===== src/rtl/tfq_pkg.sv =====
package tfq_pkg;
  localparam int ST_W      = 32;
  localparam int B_BUSERR  = 0;
  localparam int B_HI      = 2;
  localparam int B_EMPTY   = 3;
  localparam int B_FULL    = 4;
  localparam int B_ARB     = 11;
  localparam int B_DONE    = 12;
  localparam int B_AACK    = 13;
  localparam int B_ANACK   = 25;

  localparam logic [ST_W-1:0] IMPL_MASK =
    (ST_W'(1) << B_BUSERR) | (ST_W'(1) << B_HI)   | (ST_W'(1) << B_EMPTY) |
    (ST_W'(1) << B_FULL)   | (ST_W'(1) << B_ARB)  | (ST_W'(1) << B_DONE)  |
    (ST_W'(1) << B_AACK)   | (ST_W'(1) << B_ANACK);

  // sticky merge: clear first, then new events win
  function automatic logic [ST_W-1:0] w1c_merge(input logic [ST_W-1:0] cur,
                                                input logic [ST_W-1:0] clr,
                                                input logic [ST_W-1:0] set);
    return (cur & ~clr) | set;
  endfunction
endpackage


===== src/rtl/byte_fifo.sv =====
module byte_fifo #(
  parameter int DEPTH = 128,
  parameter int DW    = 8,
  localparam int AW   = $clog2(DEPTH),
  localparam int CW   = AW + 1
) (
  input  logic          clk,
  input  logic          rst_n,
  input  logic          flush,
  input  logic          push,
  input  logic [DW-1:0] wdata,
  input  logic          pop,
  output logic [DW-1:0] rdata,
  output logic [CW-1:0] cnt,
  output logic [CW-1:0] cnt_nxt
);
  logic [DW-1:0] mem [DEPTH];
  logic [AW-1:0] wr_ptr, rd_ptr;
  logic          push_ok, pop_ok;

  function automatic logic [AW-1:0] ptr_inc(input logic [AW-1:0] p);
    return (p == AW'(DEPTH - 1)) ? '0 : p + AW'(1);
  endfunction

  assign push_ok = push & ~flush & (cnt != CW'(DEPTH));
  assign pop_ok  = pop  & ~flush & (cnt != '0);
  assign cnt_nxt = flush ? '0 : cnt + CW'(push_ok) - CW'(pop_ok);
  assign rdata   = mem[rd_ptr];

  always_ff @(posedge clk) begin
    if (!rst_n) begin
      wr_ptr <= '0;
      rd_ptr <= '0;
      cnt    <= '0;
    end else begin
      cnt <= cnt_nxt;
      if (flush) begin
        wr_ptr <= '0;
        rd_ptr <= '0;
      end else begin
        if (push_ok) wr_ptr <= ptr_inc(wr_ptr);
        if (pop_ok)  rd_ptr <= ptr_inc(rd_ptr);
      end
    end
  end

  always_ff @(posedge clk) begin
    if (push_ok) mem[wr_ptr] <= wdata;
  end
endmodule


===== src/rtl/irq_status.sv =====
module irq_status
  import tfq_pkg::*;
(
  input  logic            clk,
  input  logic            rst_n,
  input  logic [ST_W-1:0] evt_vec,
  input  logic            ien_wr,
  input  logic [ST_W-1:0] ien_wdata,
  input  logic            ist_w1c,
  input  logic [ST_W-1:0] ist_wdata,
  output logic [ST_W-1:0] ien_q,
  output logic [ST_W-1:0] ist_q,
  output logic            irq
);
  logic [ST_W-1:0] clr_vec;

  assign clr_vec = ist_w1c ? ist_wdata : '0;
  assign irq     = |(ist_q & ien_q);

  always_ff @(posedge clk) begin
    if (!rst_n) begin
      ien_q <= '0;
      ist_q <= '0;
    end else begin
      if (ien_wr) ien_q <= ien_wdata & IMPL_MASK;
      ist_q <= w1c_merge(ist_q, clr_vec, evt_vec & IMPL_MASK);
    end
  end
endmodule


===== src/rtl/fifo_irq_hub.sv =====
module fifo_irq_hub
  import tfq_pkg::*;
#(
  parameter int DEPTH = 128,
  parameter int THR_W = 8,
  localparam int AW   = $clog2(DEPTH),
  localparam int CW   = AW + 1
) (
  input  logic            clk,
  input  logic            rst_n,
  input  logic            ctl_wr,
  input  logic [16:8]     ctl_wdata,
  input  logic            tx_push,
  input  logic [7:0]      tx_wdata,
  input  logic            tx_pop,
  output logic [7:0]      tx_rdata,
  input  logic            rx_push,
  input  logic [7:0]      rx_wdata,
  input  logic            rx_pop,
  output logic [7:0]      rx_rdata,
  output logic [CW-1:0]   tx_wcnt,
  output logic [CW-1:0]   rx_wcnt,
  input  logic            ien_wr,
  input  logic [ST_W-1:0] ien_wdata,
  output logic [ST_W-1:0] ien_q,
  input  logic            ist_w1c,
  input  logic [ST_W-1:0] ist_wdata,
  output logic [ST_W-1:0] ist_q,
  input  logic            ev_anack,
  input  logic            ev_aack,
  input  logic            ev_done,
  input  logic            ev_arb,
  input  logic            ev_buserr,
  output logic            irq
);
  logic              flush;
  logic [THR_W-1:0]  hi_thr;
  logic [CW-1:0]     tx_cnt_nxt, rx_cnt_nxt;
  logic              hi_now, hi_armed;
  logic              hi_evt, empty_evt, full_evt;
  logic [ST_W-1:0]   evt_vec;

  function automatic logic hi_reached(input logic [CW-1:0] c,
                                      input logic [THR_W-1:0] t);
    return (t != '0) && (int'(c) >= int'(t));
  endfunction

  assign flush = ctl_wr & ctl_wdata[16];

  byte_fifo #(.DEPTH(DEPTH), .DW(8)) u_tx (
    .clk(clk), .rst_n(rst_n), .flush(flush),
    .push(tx_push), .wdata(tx_wdata), .pop(tx_pop),
    .rdata(tx_rdata), .cnt(tx_wcnt), .cnt_nxt(tx_cnt_nxt)
  );

  byte_fifo #(.DEPTH(DEPTH), .DW(8)) u_rx (
    .clk(clk), .rst_n(rst_n), .flush(flush),
    .push(rx_push), .wdata(rx_wdata), .pop(rx_pop),
    .rdata(rx_rdata), .cnt(rx_wcnt), .cnt_nxt(rx_cnt_nxt)
  );

  // queue events are taken from the count that the coming edge stores
  assign hi_now    = hi_reached(rx_cnt_nxt, hi_thr);
  assign hi_evt    = hi_now & ~hi_armed;
  assign empty_evt = ~flush & (tx_wcnt != '0) & (tx_cnt_nxt == '0);
  assign full_evt  = (tx_wcnt != CW'(DEPTH)) & (tx_cnt_nxt == CW'(DEPTH));

  always_comb begin
    evt_vec            = '0;
    evt_vec[B_HI]      = hi_evt;
    evt_vec[B_EMPTY]   = empty_evt;
    evt_vec[B_FULL]    = full_evt;
    evt_vec[B_BUSERR]  = ev_buserr;
    evt_vec[B_ARB]     = ev_arb;
    evt_vec[B_DONE]    = ev_done;
    evt_vec[B_AACK]    = ev_aack;
    evt_vec[B_ANACK]   = ev_anack;
  end

  always_ff @(posedge clk) begin
    if (!rst_n) begin
      hi_thr   <= '0;
      hi_armed <= 1'b0;
    end else begin
      if (ctl_wr) hi_thr <= ctl_wdata[15:8];
      hi_armed <= hi_now;
    end
  end

  irq_status u_irq (
    .clk(clk), .rst_n(rst_n), .evt_vec(evt_vec),
    .ien_wr(ien_wr), .ien_wdata(ien_wdata),
    .ist_w1c(ist_w1c), .ist_wdata(ist_wdata),
    .ien_q(ien_q), .ist_q(ist_q), .irq(irq)
  );
endmodule


===== config.mk =====
export PLATFORM = sky130hd
export DESIGN_NAME = fifo_irq_hub
export DESIGN_NICKNAME = d
export VERILOG_FILES = /design/src/rtl/tfq_pkg.sv /design/src/rtl/byte_fifo.sv /design/src/rtl/irq_status.sv /design/src/rtl/fifo_irq_hub.sv
export SDC_FILE = /design/constraint.sdc
export NUM_CORES = 2
export LEC_CHECK = 0
export ABC_AREA = 0
export BUFFER_PORTS_ARGS = -buffer_cell sky130_fd_sc_hd__buf_2
export CELL_PAD_IN_SITES_DETAIL_PLACEMENT = 1
export CELL_PAD_IN_SITES_GLOBAL_PLACEMENT = 1
export CORE_MARGIN = 2
export CORE_UTILIZATION = 25
export CTS_CLUSTER_DIAMETER = 80
export DETAILED_ROUTE_END_ITERATION = 8
export GPL_ROUTABILITY_DRIVEN = 0
export MAX_ROUTING_LAYER = met4
export PLACE_DENSITY_LB_ADDON = 0.08
export SLEW_MARGIN = 20
export SYNTH_ARGS = -nofsm -noshare
export SYNTH_HDL_FRONTEND = slang
export SYNTH_SLANG_ARGS = --single-unit

===== constraint.sdc =====
create_clock -name clk -period 4.2 [get_ports clk]
set_input_delay 0.21 -clock clk [delete_from_list [all_inputs] [get_ports clk]]
set_output_delay 0.21 -clock clk [all_outputs]
set_load 0.05 [all_outputs]

==> flow_summary.yaml <==
run_status:
  status: "finished, final reports clean"
logic_synthesis:
  avgSynthCellArea_um2: 19.5
  synthTopCellsByCount: "2048 x edfxtp_1, 384 x mux4_2, 346 x nor2_1, 164 x a22oi_1, 149 x mux2i_1"
  synthCells: 4305
  ys_ff_latch: 2155
  synthArstFlopShare: 0
  synth_edf_count: 2048
  ys.flop_type: "edfxtp_1"
  yosysMostFrequentCell: "edfxtp_1"
  synth_top_area_cell: "edfxtp_1"
  synthMuxAreaShare: 0.138
  ys_seq_area_frac: 0.759
  synthSimpleGateAreaFrac: 0.0312
  yosysTopAreaCellShare: 0.733
  synth_top_family_by_area: "multiplexers"
  synth-xor-area-share: 0.00303
  synth_area_um2: 83900
  yosysUniqueCellTypes: 60
  synth-compound-area-share: 0.0457
  synth_area_leaders: "edfxtp_1 73%, mux4_2 10%, dfxtp_1 2.6%, mux2i_1 1.8%, mux2_2 1.7%"
  synth_adder_area_share: 0.00570
  ys_warn_count: 0
detailed_routing:
  wl_um: 253000
  drc: 0
  wl_per_cell_um: 26.4
  first_pass_iters: 5
  routed.top_layer: "met4"
  met1_length_um: 113000
  antenna_left: 0
  avgViaCountPerCell: 4.49
  vias: 43000
  wl_met2_um: 126000
  dr_wl_met3_um: 7960
  drtIter0Drc: 2367
clock_tree:
  clk_pin_slew_ns: 0.06
  cts_inserted_buffers: 270
  cts_tree: "done"
  clk-insertion-delay-late_ns: 0.87
  cts.sinks: 2155
  clock_path_buffers: 4
  h-tree-depth: 5
  cts-root-buf: "clkbuf_16"
floorplan:
  start_util: 0.251
  rows: 212
  die_area_um2: 340000
  io_pins: 200
  die_w_um: 583
  die_height_um: 583
  core-area_um2: 334000
setup_path:
  cp_cell_sequence: "buf_4 -> bufbuf_16 -> buf_16 -> mux4_2 -> a221oi_1 -> o22ai_1 -> nor3_2 -> o221ai_2 -> buf_12"
  crit_required_ns: 3.99
  critPathSlowestCell: "mux4_2"
  cp.depth: 9
  worstPathArrival_ns: 3.89
  setup.worst_path.end_class: "primary output"
  worstSetupPathType: "flop to primary output"
  reg2reg_depth: 10
  crit_fanout: 15
  path_delay_family: "buffers and inverters"
  startpoint_type: "flop"
  cp_num_buf_inv: 4
  max_stage_delay_ns: 0.52
global_routing:
  grt_pass1_wl_um: 361000
  antenna_found_initial: 11
  track_usage: 0.151
  overflow: 0
  grt_pass1_vias: 47000
  grt_max_degree: 129
worst_hold_path:
  hold_class: "primary input to flop"
  min_path_cells: 3
sta:
  finalSetupTns_ns: 0
  drv_slew: 0
  fin_crit_sh: 0.976
  period_needed_ns: 4.10
  rsz0062_at_grt: "yes"
  tightest_slew_ns: 1.09
  finClkSkew_ns: 0.0541
  maxSlewHeadroom: 0.268
  setup_viol: 0
  whs_ns: 0.0781
  fmaxAchievable_mhz: 244
  fin_ws_ns: 0.0991
  hold_viol_final: 0
power:
  power_per_cell_area_nw_per_um2: 500
  ir_drop_v: 0.000330
  leakagePower_nw: 32.1
finish:
  nNetsFinal: 5136
  area_delta_synth_final_pct: 22.4
  drive_gt1_frac: 0.285
  final_core_util: 0.308
placement:
  io_buffer_count: 151
  pre_cts_slack_ns: 0.241
  hpwlAfterDp_um: 155000
flow_run:
  cap_violations: 0
cells in the final DEF, fill, tap and decap left out, drive strengths merged, types with 49 or more instances in the layout:
master	n
o22ai	49
dfxtp	107
mux4	384
clkinv	93
a21oi	79
edfxtp	2048
nand2	90
mux2	128
o21ai	71
buf	519
clkbuf	348
nor2	346
dlygate4sd3	137
mux2i	149
a22oi	164
timing repair:
item	CTS	global route
hold buffers	136	1
buffers inserted	21	6
endpoints found under the hold margin	727	88
endpoints found under the setup margin	16	14
gates cloned	4	1
pin swaps	15	11
gates resized for setup	82	24
power by group:
part	switching, mW	internal (mW)
logic	3.29	2.37
clock network	9.13	12.8
registers	0.110	23.6
total	12.5	38.8
sequential cells by signal, indices dropped and copies added, names as in the netlist, named ones only:
name / count
hi_armed: 1
u_rx.cnt: 8
u_tx.cnt: 8
u_tx.mem: 1024
u_rx.rd_ptr: 7
u_irq.ist_q: 32
u_tx.rd_ptr: 7
u_irq.ien_q: 8
hi_thr: 8
u_rx.mem: 1024
u_tx.wr_ptr: 7
u_rx.wr_ptr: 7
metrics by stage:
| step | power (mW) | instances | instance area [µm²] |
|---|---|---|---|
| 2_1_floorplan | 27.4 | 4328 | 83900 |
| 3_3_place_gp | 29.7 | 8942 | 92200 |
| 3_5_place_dp | 29.7 | 8942 | 92200 |
| 4_1_cts | 52.3 | 9570 | 102000 |
| 5_1_grt | 53.3 | 9583 | 103000 |
| 6_report | 51.3 | 9587 | 103000 |
layer usage:
metal	vias up	track usage
met5	-	-
met4	0	0.0381
met3	349	0.0196
met2	657	0.251
met1	23000	0.196
li1	19000	-
worst paths after layout:
check	from	endpoint	slack, ns
setup / recovery	flop	rx_rdata[4]	0.1
hold / removal	ist_w1c	u_irq.ist_q[4]	0.08
setup reg to reg	u_rx.cnt[3]	u_rx.mem[88][0]	0.36
hold reg to reg	hi_armed	u_irq.ist_q[2]	0.44
worst reg2reg max path, stage by stage (launching register included):
cell and delay [ns]:
dfxtp_1 0.37, inv_1 0.07, ha_1 0.18, nor4bb_1 0.14, buf_4 0.15, a211oi_4 0.26
buf_4 0.23, and2b_1 0.23, nand2_1 0.61, buf_4 0.45, nor2_1 0.74
cells by family (layout without fill, tap and decap cells):
kind of cell,count (synthesis),count (layout)
flops,2155,2155
mux,661,661
simple gates,594,594
compound gates,533,533
buf+inv,295,1158
fa+ha+maj,37,37
xor+xnor,29,29
other cells,1,33
layout make-up:
cell class	instances	area, µm²
diodes	9	22.5
clock buffers	347	7240
clock inverters	120	902
fillers	33800	231000
inverters	31	116
multi-input cells	1878	19300
flip-flops and latches	2155	63700
well taps	4387	5490
repair buffers	660	5940
(Power assumes the default switching activity.)
